--- src/rtl/sadd_pkg.sv ---
package sadd_pkg;

    typedef struct packed {
        logic carry;
        logic sum;
        logic vld;
    } sadd_state_t;

    localparam sadd_state_t SADD_CLEARED = '{carry: 1'b0, sum: 1'b0, vld: 1'b0};

endpackage

--- src/rtl/sadd_fa.sv ---
module sadd_fa (
    input  logic x_i,
    input  logic y_i,
    input  logic ci_i,
    output logic s_o,
    output logic co_o
);
    always_comb begin
        s_o  = x_i ^ y_i ^ ci_i;
        co_o = (x_i & y_i) | (x_i & ci_i) | (y_i & ci_i);
    end
endmodule

--- src/rtl/sadd_top.sv ---
module sadd_top
    import sadd_pkg::*;
(
    input  logic clk,
    input  logic clr,
    input  logic en,
    input  logic a_bit,
    input  logic b_bit,
    output logic sum_bit,
    output logic sum_vld,
    output logic carry_flag
);
    sadd_state_t st_d, st_q;
    logic        fa_s, fa_co;

    sadd_fa u_fa (
        .x_i  (a_bit),
        .y_i  (b_bit),
        .ci_i (st_q.carry),
        .s_o  (fa_s),
        .co_o (fa_co)
    );

    always_comb begin
        st_d     = st_q;
        st_d.vld = 1'b0;
        if (clr) begin
            st_d = SADD_CLEARED;
        end else if (en) begin
            st_d.carry = fa_co;
            st_d.sum   = fa_s;
            st_d.vld   = 1'b1;
        end
    end

    always_ff @(posedge clk) begin
        st_q <= st_d;
    end

    assign sum_bit    = st_q.sum;
    assign sum_vld    = st_q.vld;
    assign carry_flag = st_q.carry;
endmodule

--- config.mk ---
export PLATFORM = sky130hd
export DESIGN_NAME = sadd_top
export DESIGN_NICKNAME = d
export VERILOG_FILES = /design/src/rtl/sadd_pkg.sv /design/src/rtl/sadd_fa.sv /design/src/rtl/sadd_top.sv
export SDC_FILE = /design/constraint.sdc
export NUM_CORES = 1
export LEC_CHECK = 0
export BUFFER_PORTS_ARGS = -buffer_cell sky130_fd_sc_hd__buf_2
export CORE_AREA = 2 2 39 41
export CTS_CLUSTER_DIAMETER = 120
export DETAILED_ROUTE_END_ITERATION = 8
export DIE_AREA = 0 0 41 43
export MAX_ROUTING_LAYER = met4
export PLACE_DENSITY_LB_ADDON = 0.15
export SLEW_MARGIN = 30
export SYNTH_ARGS = -nofsm -noshare
export SYNTH_HDL_FRONTEND = slang
export SYNTH_SLANG_ARGS = --single-unit
--- constraint.sdc ---
create_clock -name clk -period 0.9 [get_ports clk]
set_input_delay 0.09 -clock clk [delete_from_list [all_inputs] [get_ports clk]]
set_output_delay 0.09 -clock clk [all_outputs]
set_load 0.005 [all_outputs]
==> results_tabular.tex <==
\begin{tabular}{lr}
\hline
Metric & Value \\
\hline
\multicolumn{2}{l}{\textbf{Detailed routing}} \\
Count of nets left with antenna violations after detail routing & 0 \\
Wire per inst & 8.243 um \\
First-pass detailed-route iteration total & 1 \\
Vias per cell & 2.892 \\
Total Routed Length & 305 um \\
DR DRC count & 0 \\
Detailed-route via count & 107 \\
Violation count after the first detailed-routing iteration & 0 \\
\multicolumn{2}{l}{\textbf{Global route}} \\
Global-route congestion overflow total & 0 \\
GRT Resource Usage Total & 0.05864 \\
Initial antenna violation count & 0 \\
Wire length of the first global-routing pass & 496 um \\
Vias in the first global route & 120 \\
Largest net degree at the start of global routing & 4 \\
\multicolumn{2}{l}{\textbf{Timing}} \\
Time the final worst path needs with I/O delays and setup & 1042 ps \\
Final worst slack & -141.6 ps \\
Tcrit/Tclk final & 1.157 \\
Final hold viol count & 0 \\
Unrepaired setup endpoints after global routing & yes \\
Transition at the pin with the smallest max-transition slack & 117.1 ps \\
Clock Skews & 0.004025 ps \\
Final Max Slew Viols & 0 \\
Maximum clock frequency & 960.1 MHz \\
Number of setup violations in the final report & 2 \\
Max-slew headroom at the worst pin & 0.9197 \\
\multicolumn{2}{l}{\textbf{Power and ir drop}} \\
Overall Power & 431.0 uW \\
Worst VDD drop & 0.2739 mV \\
Pwr dens & 2050 nW/um\^{}2 \\
Static power due to leakage & 0.1031 nW \\
\multicolumn{2}{l}{\textbf{Synth}} \\
Count of mapped cells out of synthesis & 9 \\
Cell area after synthesis & 113.9 um\^{}2 \\
Post-synthesis net count & 15 \\
Proportion of netlist area held by the largest area contributor & 0.5275 \\
Synth Warn \# & 0 \\
Count of distinct cell types in the synthesized netlist & 5 \\
Seq/Total Area, Yosys & 0.5275 \\
Largest area contributor in the synthesized netlist & sky130\_fd\_sc\_hd\_\_dfxtp\_1 \\
Average cell area after synthesis & 12.65 um\^{}2 \\
Area contributors post-synth & sky130\_fd\_sc\_hd\_\_dfxtp\_1, sky130\_fd\_sc\_hd\_\_fa\_1, sky130\_fd\_sc\_hd\_\_mux2i\_1, sky130\_fd\_sc\_hd\_\_nor2\_1, sky130\_fd\_sc\_hd\_\_nor2b\_1 \\
Seq cells post-synth & 3 \\
\multicolumn{2}{l}{\textbf{Clock tree}} \\
Clock latency on the worst-skew pair & 230 ps \\
Maximum clock path buffer count & 2 \\
Reg clk slew, reported paths & 40 ps \\
Post-CTS setup repair buffer count & 0 \\
Cts-stage hold buffer count & 0 \\
Root buffer cell & sky130\_fd\_sc\_hd\_\_clkbuf\_4 \\
CTS buffer count & 3 \\
Sinks on the clock net & 3 \\
Depth of the CTS H-tree & 1 \\
TritonCTS clock tree & done \\
\multicolumn{2}{l}{\textbf{Placement}} \\
Total placed cells including tap cells & 33 \\
Final weighted congestion in routability-driven placement & 0.5106 \\
Placed Instance Area & 177.7 um\^{}2 \\
Port Buffers & 7 \\
\multicolumn{2}{l}{\textbf{Layout}} \\
Share of layout cells above drive strength 1 & 0.5714 \\
Layout overhead on the synthesized area & 84.62\% \\
Post-route insts no fill & 37 \\
Net count, final & 28 \\
Post-route standard cell area excluding fillers & 210.2 um\^{}2 \\
Number of antenna diodes & 0 \\
\multicolumn{2}{l}{\textbf{Worst setup path}} \\
Slowest library cell on the worst path & sky130\_fd\_sc\_hd\_\_fa\_1 \\
Max FO, Critical Path & 2 \\
Worst setup EP type & flip-flop \\
Total buffers and inverters traversed by the critical path & 0 \\
Category of the most critical setup path & flip-flop to flip-flop \\
Family with the most delay on the worst path & adder cells \\
Critical path arrival & 1170 ps \\
Worst endpoint required time & 1030 ps \\
Setup slack on the worst flop-to-flop path & -140 ps \\
Startpoint type of the worst setup path & flip-flop \\
Critical path cell sequence & fa\_1, mux2i\_1, nor2\_1 \\
Delay of the slowest cell on the worst path & 430 ps \\
\multicolumn{2}{l}{\textbf{Status}} \\
Violated checks & negative setup slack \\
Run status & finished, violations left \\
\multicolumn{2}{l}{\textbf{Die}} \\
Initial core utilization & 0.08228 \\
Height of the die & 43 um \\
Width of the die & 41 um \\
Total Die Area & 1763 um\^{}2 \\
\# rows & 14 \\
Total I/O pin count & 8 \\
Core Region & 1384 um\^{}2 \\
\multicolumn{2}{l}{\textbf{Worst hold path}} \\
Tightest Hold Check Type & input port to flip-flop \\
\multicolumn{2}{l}{\textbf{Flow run}} \\
Max-capacitance violation count & 0 \\
\hline
\end{tabular}
-- flip-flops by register name, summed over array words and instances, names as in the netlist --
register	count
carry_flag	1
sum_bit	1
sum_vld	1
-- worst reg2reg max path, delay by kind of cell (launching register included) --
family	cells	cell delay [ps]
simple gates	1	50
mux	1	140
flops	1	320
fa+ha+maj	1	430
-- placed cells by master, fill, tap and decap left out, drive strengths merged --
master / count
buf: 8
clkbuf: 4
dfxtp: 3
fa: 1
mux2i: 2
nor2: 2
nor2b: 1
-- through the flow --
stage	TNS, ps	utilization	hold slack, ps	setup WS [ps]
2_1_floorplan	-156.2	-	155.0	-114.4
3_3_place_gp	-190.7	0.1284	282.7	-155.9
3_5_place_dp	-225.4	0.1284	286.6	-145.0
4_1_cts	-244.2	0.1474	40.66	-147.9
5_1_grt	-359.5	0.1519	39.83	-189.2
6_report	-223.6	0.1519	42.56	-141.6
-- power by group --
part | total, mW | switching, mW | internal [mW]
sequential | 0.147 | 0.00375 | 0.143
combinational | 0.0491 | 0.0208 | 0.0282
clock | 0.235 | 0.0689 | 0.166
-- cells by family after synthesis --
kind of cell / count (synthesis) / synth area share
flops: 3 / 0.5275
simple gates: 3 / 0.1209
mux: 2 / 0.1758
fa+ha+maj: 1 / 0.1758
-- layer usage --
layer,track usage,share of wire,vias up
met4,0.1000,0.039,0
met5,-,0,-
li1,-,-,52
met1,0.03215,0.23,49
met2,0.08125,0.67,4
met3,0.03141,0.052,2
-- timing repair --
action	in CTS	in global routing
gates resized for setup	0	1
pin swaps	0	0
setup endpoints to repair	2	3
-- synth_stat cells --
cell / number
sky130_fd_sc_hd__nor2_1: 2
sky130_fd_sc_hd__nor2b_1: 1
sky130_fd_sc_hd__mux2i_1: 2
sky130_fd_sc_hd__dfxtp_1: 3
sky130_fd_sc_hd__fa_1: 1
-- final timing paths --
check             cells past startpoint                     from                 endpoint
setup / recovery                      3  carry_flag$_SDFFE_PP0P_     sum_bit$_SDFFE_PP0P_
hold / removal                        2                      clr  carry_flag$_SDFFE_PP0P_
setup reg to reg                      3  carry_flag$_SDFFE_PP0P_     sum_bit$_SDFFE_PP0P_
hold reg to reg                       2     sum_bit$_SDFFE_PP0P_     sum_bit$_SDFFE_PP0P_
-- final cells by class --
| cell class | instances | area, um^2 |
|---|---|---|
| tap | 16 | 20.02 |
| sequential | 3 | 61.31 |
| clock buffer | 4 | 26.28 |
| fill | 161 | 1174 |
| timing repair buffer | 8 | 48.80 |
| multi-input combinational | 6 | 53.80 |
Note: power is estimated with default switching activity, not from simulation.
